[config.mk]
export PLATFORM = sky130hd
export DESIGN_NAME = ipi_unit
export DESIGN_NICKNAME = d
export VERILOG_FILES = /design/src/rtl/ipi_pkg.sv /design/src/rtl/ipi_decode.sv /design/src/rtl/ipi_core_slice.sv /design/src/rtl/ipi_unit.sv
export SDC_FILE = /design/constraint.sdc
export NUM_CORES = 1
export LEC_CHECK = 0
export ABC_AREA = 1
export BUFFER_PORTS_ARGS = -buffer_cell sky130_fd_sc_hd__buf_2
export CORE_ASPECT_RATIO = 0.75
export CORE_UTILIZATION = 45
export DETAILED_ROUTE_END_ITERATION = 12
export PLACE_DENSITY = 0.64
export SKIP_CTS_REPAIR_TIMING = 1
export SYNTH_ARGS = -nofsm -noshare
export SYNTH_HDL_FRONTEND = slang
export SYNTH_HIERARCHICAL = 1
export SYNTH_SLANG_ARGS = --single-unit
[constraint.sdc]
create_clock -name clk -period 1.4 [get_ports clk]
set_clock_uncertainty 0.1 [all_clocks]
set_input_delay 0.07 -clock clk [delete_from_list [all_inputs] [get_ports clk]]
set_output_delay 0.07 -clock clk [all_outputs]
set_load 0.03 [all_outputs]
[src/rtl/ipi_pkg.sv]
package ipi_pkg;

    localparam int CAUSE_W = 16;
    localparam int LINE_W  = 3;
    localparam int PART_W  = 8;
    localparam int ADDR_W  = 12;
    localparam int DATA_W  = 32;
    localparam int GROUPS  = 4;
    localparam int SEL_W   = 2;

    localparam logic [ADDR_W-1:0] CAUSE_BASE = 12'h100;
    localparam logic [ADDR_W-1:0] SET_BASE   = 12'h140;
    localparam logic [ADDR_W-1:0] STEER_ADDR = 12'h190;

    typedef struct packed {
        logic       wr;
        logic       rd;
        logic       cause_hit;
        logic       set_hit;
        logic       steer_hit;
        logic [3:0] idx;
    } dec_t;

    // Group activity folded onto the line numbers chosen by the steering fields.
    function automatic logic [LINE_W-1:0] steer_lines(input logic [CAUSE_W-1:0] cause,
                                                      input logic [PART_W-1:0]  steer);
        logic [GROUPS-1:0]       active;
        logic [(1<<SEL_W)-1:0]   wide;
        active[0] = cause[0];
        active[1] = |cause[3:1];
        active[2] = |cause[7:4];
        active[3] = |cause[15:8];
        wide = '0;
        for (int g = 0; g < GROUPS; g++) begin
            if (active[g]) wide[steer[SEL_W*g +: SEL_W]] = 1'b1;
        end
        return wide[LINE_W-1:0];
    endfunction

endpackage

[src/rtl/ipi_decode.sv]
module ipi_decode
    import ipi_pkg::*;
#(
    parameter int NUM_CORES = 4
) (
    input  logic              req,
    input  logic              we,
    input  logic [ADDR_W-1:0] addr,
    output dec_t              dec
);

    always_comb begin
        dec           = '0;
        dec.wr        = req && we;
        dec.rd        = req && !we;
        dec.idx       = addr[3:0];
        dec.cause_hit = req && (addr[ADDR_W-1:4] == CAUSE_BASE[ADDR_W-1:4])
                            && (int'(addr[3:0]) < NUM_CORES);
        dec.set_hit   = req && (addr[ADDR_W-1:4] == SET_BASE[ADDR_W-1:4]);
        dec.steer_hit = req && (addr == STEER_ADDR);
    end

endmodule

[src/rtl/ipi_core_slice.sv]
module ipi_core_slice
    import ipi_pkg::*;
(
    input  logic               clk,
    input  logic               rst_n,
    input  logic               set_en,
    input  logic [CAUSE_W-1:0] set_bits,
    input  logic               clr_en,
    input  logic [CAUSE_W-1:0] clr_bits,
    input  logic [PART_W-1:0]  steer,
    output logic [CAUSE_W-1:0] cause,
    output logic [LINE_W-1:0]  irq
);

    typedef struct packed {
        logic [CAUSE_W-1:0] cause;
    } slice_t;

    slice_t st_d, st_q;

    always_comb begin
        st_d = st_q;
        if (clr_en) st_d.cause = st_d.cause & ~clr_bits;
        if (set_en) st_d.cause = st_d.cause | set_bits;   // set wins over clear
        cause = st_q.cause;
        irq   = steer_lines(st_q.cause, steer);
    end

    always_ff @(posedge clk or negedge rst_n) begin
        if (!rst_n) st_q <= '0;
        else        st_q <= st_d;
    end

    p_set_lands_r2: assert property (@(posedge clk) disable iff (!rst_n)
        set_en |=> ((cause & $past(set_bits)) == $past(set_bits)));

    p_clear_lands_r3: assert property (@(posedge clk) disable iff (!rst_n)
        (clr_en && !set_en) |=> ((cause & $past(clr_bits)) == '0));

    p_cause_hold_r9: assert property (@(posedge clk) disable iff (!rst_n)
        (!set_en && !clr_en) |=> $stable(cause));

    p_quiet_lines_r7: assert property (@(posedge clk) disable iff (!rst_n)
        (cause == '0) |-> (irq == '0));

endmodule

[src/rtl/ipi_unit.sv]
module ipi_unit
    import ipi_pkg::*;
#(
    parameter int NUM_CORES = 4
) (
    input  logic                        clk,
    input  logic                        rst_n,
    input  logic                        bus_req,
    input  logic                        bus_we,
    input  logic [ADDR_W-1:0]           bus_addr,
    input  logic [DATA_W-1:0]           bus_wdata,
    output logic [DATA_W-1:0]           bus_rdata,
    output logic [LINE_W*NUM_CORES-1:0] core_irq
);

    localparam int IDX_W = (NUM_CORES > 1) ? $clog2(NUM_CORES) : 1;

    typedef struct packed {
        logic [PART_W-1:0] steer;
        logic [DATA_W-1:0] rdata;
    } top_t;

    top_t st_d, st_q;
    dec_t dec;

    logic [CAUSE_W-1:0] cause_all [NUM_CORES];
    logic [CAUSE_W-1:0] set_bits;

    ipi_decode #(.NUM_CORES(NUM_CORES)) u_dec (
        .req  (bus_req),
        .we   (bus_we),
        .addr (bus_addr),
        .dec  (dec)
    );

    assign set_bits = CAUSE_W'(1) << dec.idx;

    for (genvar c = 0; c < NUM_CORES; c++) begin : g_core
        logic set_en_c;
        logic clr_en_c;
        assign set_en_c = dec.set_hit && dec.wr && bus_wdata[c];
        assign clr_en_c = dec.cause_hit && dec.wr && (dec.idx == 4'(c));

        ipi_core_slice u_slice (
            .clk      (clk),
            .rst_n    (rst_n),
            .set_en   (set_en_c),
            .set_bits (set_bits),
            .clr_en   (clr_en_c),
            .clr_bits (bus_wdata[CAUSE_W-1:0]),
            .steer    (st_q.steer),
            .cause    (cause_all[c]),
            .irq      (core_irq[LINE_W*c +: LINE_W])
        );
    end

    always_comb begin
        st_d       = st_q;
        st_d.rdata = '0;
        if (dec.steer_hit && dec.wr) st_d.steer = bus_wdata[PART_W-1:0];
        if (dec.rd) begin
            if (dec.cause_hit)
                st_d.rdata = {{(DATA_W-CAUSE_W){1'b0}}, cause_all[dec.idx[IDX_W-1:0]]};
            else if (dec.steer_hit)
                st_d.rdata = {{(DATA_W-PART_W){1'b0}}, st_q.steer};
        end
    end

    always_ff @(posedge clk or negedge rst_n) begin
        if (!rst_n) st_q <= '0;
        else        st_q <= st_d;
    end

    assign bus_rdata = st_q.rdata;

    p_steer_write_r6: assert property (@(posedge clk) disable iff (!rst_n)
        (dec.steer_hit && dec.wr) |=> (st_q.steer == $past(bus_wdata[PART_W-1:0])));

    p_steer_hold_r9: assert property (@(posedge clk) disable iff (!rst_n)
        !(dec.steer_hit && dec.wr) |=> $stable(st_q.steer));

    p_set_reads_zero_r5: assert property (@(posedge clk) disable iff (!rst_n)
        (dec.set_hit && dec.rd) |=> (bus_rdata == '0));

endmodule

# Word-level counts from Yosys, hierarchy flattened
# Index checks and enable logic that the tools add are counted.
dict set report word_totals {
  register_bits 104
  in_bits 48
  word_cells 118
}
dict set report op_classes {
  n_shift 1
  bitwise_logic 22
  magnitude_cmp 10
  muxes 38
  eq_ne 6
  n_reduce_logical 35
}
# cell n
set ops {}
lappend ops {{16-bit 2-to-1 mux} 12}
lappend ops {{16-bit bitwise AND} 4}
lappend ops {{16-bit bitwise OR} 4}
lappend ops {{3-bit 2-to-1 mux} 16}
lappend ops {{3-bit bitwise OR} 12}
lappend ops {{16-bit binary-select mux with 2-bit select} 1}
lappend ops {{8-bit OR reduction} 4}
lappend ops {{1-bit logical AND} 21}
lappend ops {{8-bit by 5-bit equality test with 1-bit output, second input constant} 2}
lappend ops {{16-bit NOT} 1}
lappend ops {{4-bit OR reduction} 4}
lappend ops {{1-bit by 4-bit left shift with 16-bit output, first input constant} 1}
lappend ops {{12-bit by 9-bit equality test with 1-bit output, second input constant} 1}
lappend ops {{2-bit by 3-bit < comparator with 1-bit output, second input constant} 4}
lappend ops {{3-bit OR reduction} 4}
lappend ops {{1-bit demux with 2-bit select} 4}
lappend ops {{4-bit by 2-bit equality test with 1-bit output, second input constant} 2}
lappend ops {{2-bit by 1-bit greater-or-equal comparator with 1-bit output, second input constant} 4}
lappend ops {{8-bit 2-to-1 mux} 1}
lappend ops {{4-bit by 1-bit equality test with 1-bit output, second input constant} 1}
lappend ops {{4-bit logical NOT} 1}
lappend ops {{4-bit by 3-bit < comparator with 1-bit output, second input constant} 1}
lappend ops {{1-bit 2-to-1 mux} 4}
lappend ops {{3-bit greater-or-equal comparator, second input constant} 1}
lappend ops {{2 further kinds} 2}

# Longest topological paths before layout
# Gate-level depths: netlist of the first run.
dict set report depth {
  ltp_word 11
  ltp_mapped 12
  depth_no_buf 9
}

# Cells and area by module
# The synthesis of the first run kept the hierarchy.
# module seq_area_each_um2 n_inst area_per_inst_um2 cells_per_inst
set by_module_without_submodules {}
lappend by_module_without_submodules {{ipi_core_slice at g_core[1].u_slice ...} 400.4 2 864.6 107}
lappend by_module_without_submodules {ipi_unit 600.6 1 1702.9 250}
lappend by_module_without_submodules {{ipi_core_slice at g_core[3].u_slice} 400.4 1 863.3 106}
lappend by_module_without_submodules {{ipi_core_slice at g_core[0].u_slice} 400.4 1 860.8 107}
lappend by_module_without_submodules {ipi_decode 0.0 1 146.4 33}

# Worst setup path after synthesis of the first run
# Ideal clock, no wire load.
dict set report synth_path {
  kind {in2reg}
  startpoint {input bus_addr[9]}
  endpoint {register g_core[0].u_slice.st_q, in the netlist g_core[0].u_slice/cause[12]}
  setup_time_ns 0.121
  slack_ns -0.408
  t_arrival_ns 1.587
  path_stages 12
  path_cell_list {inv_1 nand2_1 nor2_1 nand2_1 nor2_1 clkbuf_1 nand2_1 nor3_1 buf_6 buf_8 nand2_1 a22o_1}
}
# element line
set synth_rtl {}
lappend synth_rtl {{start, declared} ipi_unit.sv:10} ;# input logic [ADDR_W-1:0] bus_addr,
lappend synth_rtl {{end signal, assigned} ipi_core_slice.sv:31} ;# else st_q <= st_d;
lappend synth_rtl {{end, declared} ipi_core_slice.sv:19} ;# slice_t st_d, st_q;

# Worst setup path in the final report of the first run
dict set report layout_path {
  startpoint {register g_core[2].u_slice.st_q, in the netlist g_core[2].u_slice/cause[9]}
  endpoint {output core_irq[7]}
}
dict set report layout_between {
  elab_chain_len 2
}
# element line
set layout_lines {}
lappend layout_lines {{start, declared} ipi_core_slice.sv:19}
lappend layout_lines {{start signal, assigned} ipi_core_slice.sv:31}
lappend layout_lines {{8-bit OR reduction} ipi_pkg.sv:32} ;# active[3] = |cause[15:8];
lappend layout_lines {{3-bit 2-to-1 mux} ipi_pkg.sv:35} ;# if (active[g]) wide[steer[SEL_W*g +: SEL_W]] = 1'b1;
lappend layout_lines {{end, declared} ipi_unit.sv:13} ;# output logic [LINE_W*NUM_CORES-1:0] core_irq
# Every way passes these cells.

==> flow_metrics.py, run 1 <==
metrics = {
    "run_status": {
        "status": "complete, but fails checks",
        "violations": "setup timing",
    },
    "place": {
        "hpwlAfterDp_um": 11700,
        "postPlaceCellArea_um2": 5980,
        "io_buffers": 59,
        "pre_cts_ws_ns": -0.422,
        "gp_congestion": 0.926,
    },
    "drt": {
        "routed_wl_um": 16500,
        "drt-vias-per-instance": 5.20,
        "dr.pass1.iters": 5,
        "avgRoutedWirePerCell_um": 16.7,
        "first_iter_violations": 397,
        "postRouteAntennaNets": 0,
        "vias": 5156,
        "drc": 0,
    },
    "floorplanning": {
        "initial_core_util_pct": 47.4,
        "dieArea_um2": 12200,
        "rows": 33,
        "die_y_um": 96.0,
        "die_w_um": 127,
        "core_um2": 11200,
        "ioPinCount": 92,
    },
    "grt": {
        "top_usage_layer": "met2",
        "antenna_found_initial": 0,
        "grt_max_degree": 89,
        "grt_pass1_wl_um": 24900,
        "gr-usage-met2_pct": 40.9,
        "grtUsageMet1_pct": 39.6,
        "track_usage_pct": 27.7,
        "grt_pass1_vias": 4676,
        "grt-ovfl-total": 0,
        "grt_use_met3_pct": 7.56,
    },
    "timing": {
        "setup_viol": 12,
        "fmax_ghz": 0.600,
        "final_hold_viol_count": 0,
        "period_needed_ns": 1.67,
        "fin_ws_ns": -0.266,
        "post-route-period-util_pct": 119,
        "maxSlewViolCount": 0,
        "rsz0062_at_grt": "true",
    },
    "power": {
        "p_int_mw": 4.14,
        "switching_share_pct": 24.7,
        "p_sw_mw": 1.36,
        "pwr-share-clk_pct": 44.6,
        "ir_drop_uv": 549,
        "total_power_mw": 5.50,
        "power_frac_seq_pct": 46.4,
        "leakage_nw": 3.40,
        "p_per_area_nw_per_um2": 807,
        "p_comb_share_pct": 9.0,
    },
    "clocking": {
        "cts_made_buffers": 9,
        "cts_tree": "built",
        "cts_max_path_buffers": 2,
        "clkTransAtPathRegs_ns": 0.07,
        "clk_latency_ns": 0.35,
        "clock_sinks": 88,
        "clockRootBuffer": "clkbuf_16",
        "h-tree-depth": 3,
    },
    "layout": {
        "drive_gt1_share_pct": 30.5,
        "stdcell_area_um2": 6810,
        "num_antenna_cells": 0,
        "area_delta_synth_final_pct": 28.5,
        "most-common-layout-cells": "198 x nand2_1, 82 x inv_1, 81 x dfrtp_1",
        "final_core_util_pct": 60.9,
        "final_common_cell": "nand2_1",
        "final_nets": 878,
    },
    "job": {
        "drv_cap": 0,
    },
    "synthesis": {
        "synth_area_um2": 5300,
        "synth_seq_cells": 88,
        "yosysWarnings": 6,
        "avgSynthCellArea_um2": 7.47,
        "synthCells": 710,
        "synth.distinct_cells": 23,
        "yosysSeqAreaShare_pct": 41.5,
    },
    "worst_setup_path": {
        "crit_path_end_kind": "output port",
        "worstPathMaxFanout": 3,
        "crit_start": "g_core[2].u_slice/cause[9]",
        "r2r_end": "st_q[36]",
        "r2r_slack_ns": 0.28,
        "start_kind": "register",
        "critPathKind": "reg2out",
        "timing.rr.start": "st_q[36]",
        "endpoint": "core_irq[7]",
        "reg2reg_depth": 2,
        "critPathArrivalTime_ns": 1.50,
        "cp_data_required_time_ns": 1.23,
    },
    "worst_hold_path": {
        "hold_depth": 5,
        "hold_path.class": "in2reg",
    },
}
metrics by stage:
stage          std cells  hold WS, ns  TNS, ns
2_1_floorplan        725       -0.326    -4.28
3_3_place_gp         943       0.0434   -19.60
3_5_place_dp         943       0.0473   -21.92
4_1_cts              959       -0.321    -4.64
5_1_grt              992       0.0854    -3.73
6_report             992       0.0676    -2.83
worst max-delay path, cell delays in order (launching register included):
cell and delay, ns:
dfrtp_1 0.41, inv_1 0.06, nand2_1 0.05, nor2_1 0.15, nand2_1 0.14, nand3_1 0.10, nand2_1 0.08, buf_6 0.14
Yosys cell counts (all sizes together):
| cell | count | area [µm²] |
|---|---|---|
| o21ai | 4 | 20.0 |
| nand2 | 247 | 930 |
| clkinv | 2 | 7.51 |
| nor3 | 12 | 60.1 |
| a21oi | 5 | 25.0 |
| clkbuf | 3 | 11.3 |
| inv | 91 | 342 |
| mux2 | 4 | 45.0 |
| dfrtp | 88 | 2200 |
| nand3 | 31 | 155 |
| nor2 | 85 | 342 |
| nand4 | 16 | 100 |
| conb | 1 | 3.75 |
| a22o | 64 | 561 |
| and2 | 1 | 6.26 |
| buf | 56 | 493 |
how the worst min path moves through the flow:
stage | from | to | slack (ns)
6_report | bus_we | bus_rdata[6] | 0.07
5_1_grt | bus_we | bus_rdata[2] | 0.09
4_1_cts | rst_n | g_core[0].u_slice/cause[9] | -0.32
3_5_place_dp | rst_n | bus_rdata[11] | 0.05
3_3_place_gp | rst_n | bus_rdata[9] | 0.04
2_1_floorplan | rst_n | bus_rdata[0] | -0.33
flip-flops by register name, summed over array words and instances (netlist names):
register and cells:
g_core.u_slice/cause 64, bus_rdata 16, st_q 8
area by class of cell:
cell class | count | area [µm²]
fill | 1004 | 4380
inverter | 93 | 359
clock inverter | 5 | 56.3
clock buffer | 11 | 243
sequential | 88 | 2210
tap | 157 | 196
multi-input combinational | 485 | 2560
timing repair buffer | 153 | 1190
power by group through the flow:
stage	Sequential (mW)	Clock (mW)	Combinational (mW)
floorplan	2.60	0	0.216
global placement	2.60	0	0.435
detailed placement	2.60	0	0.439
CTS	2.55	2.49	0.441
global route	2.55	2.60	0.532
finish	2.55	2.45	0.495
cells by family after synthesis:
kind of cell	count (synthesis)	synth area share [%]
simple gates	392	30.0
other cells	1	0.0707
buf+inv	152	16.1
mux	4	0.849
flops	88	41.5
compound gates	73	11.4
routing by layer:
metal | share of wire [%] | wire (µm)
met1 | 47 | 7770
met2 | 43 | 7070
met3 | 8.8 | 1460
met4 | 1.5 | 244
met5 | 0 | 0
(Power assumes the default switching activity.)
==> run 2: changes to the inputs <==
--- a/config.mk
+++ b/config.mk
@@ -11,6 +11,7 @@
 export CORE_UTILIZATION = 45
 export DETAILED_ROUTE_END_ITERATION = 12
 export PLACE_DENSITY = 0.64
+export RECOVER_POWER = 25
 export SKIP_CTS_REPAIR_TIMING = 1
 export SYNTH_ARGS = -nofsm -noshare
 export SYNTH_HDL_FRONTEND = slang
==> run 2 against run 1 <==
Effect of this change:
- the run still ends with setup timing left
- cell area down 0.13%
- worst setup slack better by 0.0023 ns
- clock-buffer cell count unchanged
- utilization down 0.078 points
- clock power about the same
- routed wire length about the same
- first-iteration DRC count down 6.3%
- maximum frequency up 0.14%
- total power about the same
- critical path depth unchanged
- critical endpoint is now core_irq[10]
==> flow_metrics.py, run 2 (same netlist as run 1, synthesis figures left out) <==
metrics = {
    "worst_setup_path": {
        "critPathKind": "reg2out",
        "timing.rr.start": "st_q[36]",
        "start_kind": "register",
        "critPathArrivalTime_ns": 1.49,
        "crit_path_top_delay_cell": "dfrtp_2",
        "worstPathMaxFanout": 8,
        "crit_path_end_kind": "output port",
        "cp_data_required_time_ns": 1.23,
        "r2r_slack_ns": 0.29,
        "slowest_delay_ns": 0.48,
        "cp_common_cell": "nand2_1",
        "endpoint": "core_irq[10]",
        "reg2reg_depth": 2,
        "r2r_end": "st_q[36]",
        "cp_cell_sequence": "buf_6, nor2_4, nand2_1, nand2_1, nor2_2, nand2_1, buf_6",
        "crit_start": "st_q[35]",
    },
    "layout": {
        "final_common_cell": "nand2_1",
        "seq_area_um2": 2210,
        "area_delta_synth_final_pct": 28.3,
        "largest_reg_flops": 64,
        "stdcell_area_um2": 6800,
        "fill_cells": 1006,
        "most-common-layout-cells": "198 x nand2_1, 82 x inv_1, 81 x dfrtp_1",
        "final_nets": 878,
        "multi_input_area_um2": 2560,
        "final_cells": 992,
        "num_antenna_cells": 0,
        "drive_gt1_share_pct": 30.5,
    },
    "grt": {
        "grt_pass1_vias": 4676,
        "track_usage_pct": 27.7,
        "antenna_found_initial": 0,
        "gr-usage-met2_pct": 40.9,
        "top_usage_layer": "met2",
        "grt_max_degree": 89,
        "grt_use_met3_pct": 7.56,
        "grtUsageMet1_pct": 39.6,
        "grt_pass1_wl_um": 24900,
        "grt-ovfl-total": 0,
    },
    "floorplanning": {
        "initial_core_util_pct": 47.4,
        "core_um2": 11200,
        "dieArea_um2": 12200,
        "rows": 33,
        "ioPinCount": 92,
        "die_y_um": 96.0,
        "die_w_um": 127,
    },
    "place": {
        "dp.cells": 943,
        "hpwlAfterDp_um": 11700,
        "postPlaceCellArea_um2": 5980,
        "gp_congestion": 0.926,
        "io_buffers": 59,
    },
    "drt": {
        "first_iter_violations": 372,
        "routed_wl_um": 16600,
        "dr.pass1.iters": 5,
        "avgRoutedWirePerCell_um": 16.7,
        "postRouteAntennaNets": 0,
        "drc": 0,
        "vias": 5163,
        "drt-vias-per-instance": 5.20,
    },
    "timing": {
        "rsz0062_at_grt": "true",
        "period_needed_ns": 1.66,
        "finalSetupTns_ns": -2.83,
        "fin_ws_ns": -0.263,
        "tightest_slew_ns": 0.807,
        "maxSlewHeadroom_pct": 46.2,
        "setup_viol": 12,
        "post-route-period-util_pct": 119,
        "fmax_ghz": 0.601,
        "final_hold_viol_count": 0,
        "maxSlewViolCount": 0,
    },
    "worst_hold_path": {
        "hp-start": "bus_we",
        "hold_path.class": "in2reg",
    },
    "clocking": {
        "clockRootBuffer": "clkbuf_16",
        "clock_sinks": 88,
        "cts_max_path_buffers": 2,
        "h-tree-depth": 3,
        "clkTransAtPathRegs_ns": 0.06,
        "cts_tree": "built",
        "cts_made_buffers": 9,
        "clk_latency_ns": 0.35,
    },
    "power": {
        "leakage_nw": 3.40,
        "total_power_mw": 5.50,
        "p_per_area_nw_per_um2": 808,
        "ir_drop_uv": 549,
    },
    "job": {
        "drv_cap": 0,
    },
    "run_status": {
        "status": "complete, but fails checks",
        "violations": "setup timing",
    },
}
-- run 2: worst min path at each step --
stage,endpoint,slack [ns],cells after the start
floorplan,bus_rdata[0],-0.33,0
finish,bus_rdata[6],0.07,5
global route,bus_rdata[2],0.09,5
detailed placement,bus_rdata[11],0.05,2
CTS,g_core[0].u_slice/cause[9],-0.32,2
global placement,bus_rdata[9],0.04,2
-- run 2: final cells by class --
cell class / instances / area share [%]
clock buffers: 11 / 3.57
inverters: 93 / 5.28
multi-input cells: 485 / 37.6
repair buffers: 153 / 17.3
flip-flops and latches: 88 / 32.5
clock inverters: 5 / 0.828
well taps: 157 / 2.89
-- run 2: where the power goes --
| group | switching [mW] | internal, mW | total, mW |
|---|---|---|---|
| registers | 0.00310 | 2.54 | 2.55 |
| logic | 0.330 | 0.161 | 0.491 |
| clock network | 1.03 | 1.43 | 2.46 |
| total | 1.36 | 4.14 | 5.50 |
-- run 2: critical path: cells and delay by family, from the launching register on --
kind / cells / cell delay [ns]
flip-flops: 1 / 0.48
AND/OR/NAND/NOR: 5 / 0.35
buffers and inverters: 2 / 0.30
-- run 2: layer usage --
metal / share of wire, % / vias up / routed length (µm)
met4: 1.4 / 0 / 238
met2: 43 / 247 / 7060
met3: 9.1 / 20 / 1510
met1: 47 / 2452 / 7740
li1: - / 2444 / -
met5: 0 / - / 0
-- run 2: through the flow --
stage / hold slack (ns) / setup slack (ns) / util (%)
2_1_floorplan: -0.326 / -0.141 / -
6_report: 0.0676 / -0.263 / 60.8
3_3_place_gp: 0.0434 / -0.399 / 53.4
5_1_grt: 0.0854 / -0.354 / 60.8
4_1_cts: -0.321 / -0.386 / 56.1
3_5_place_dp: 0.0473 / -0.422 / 53.4
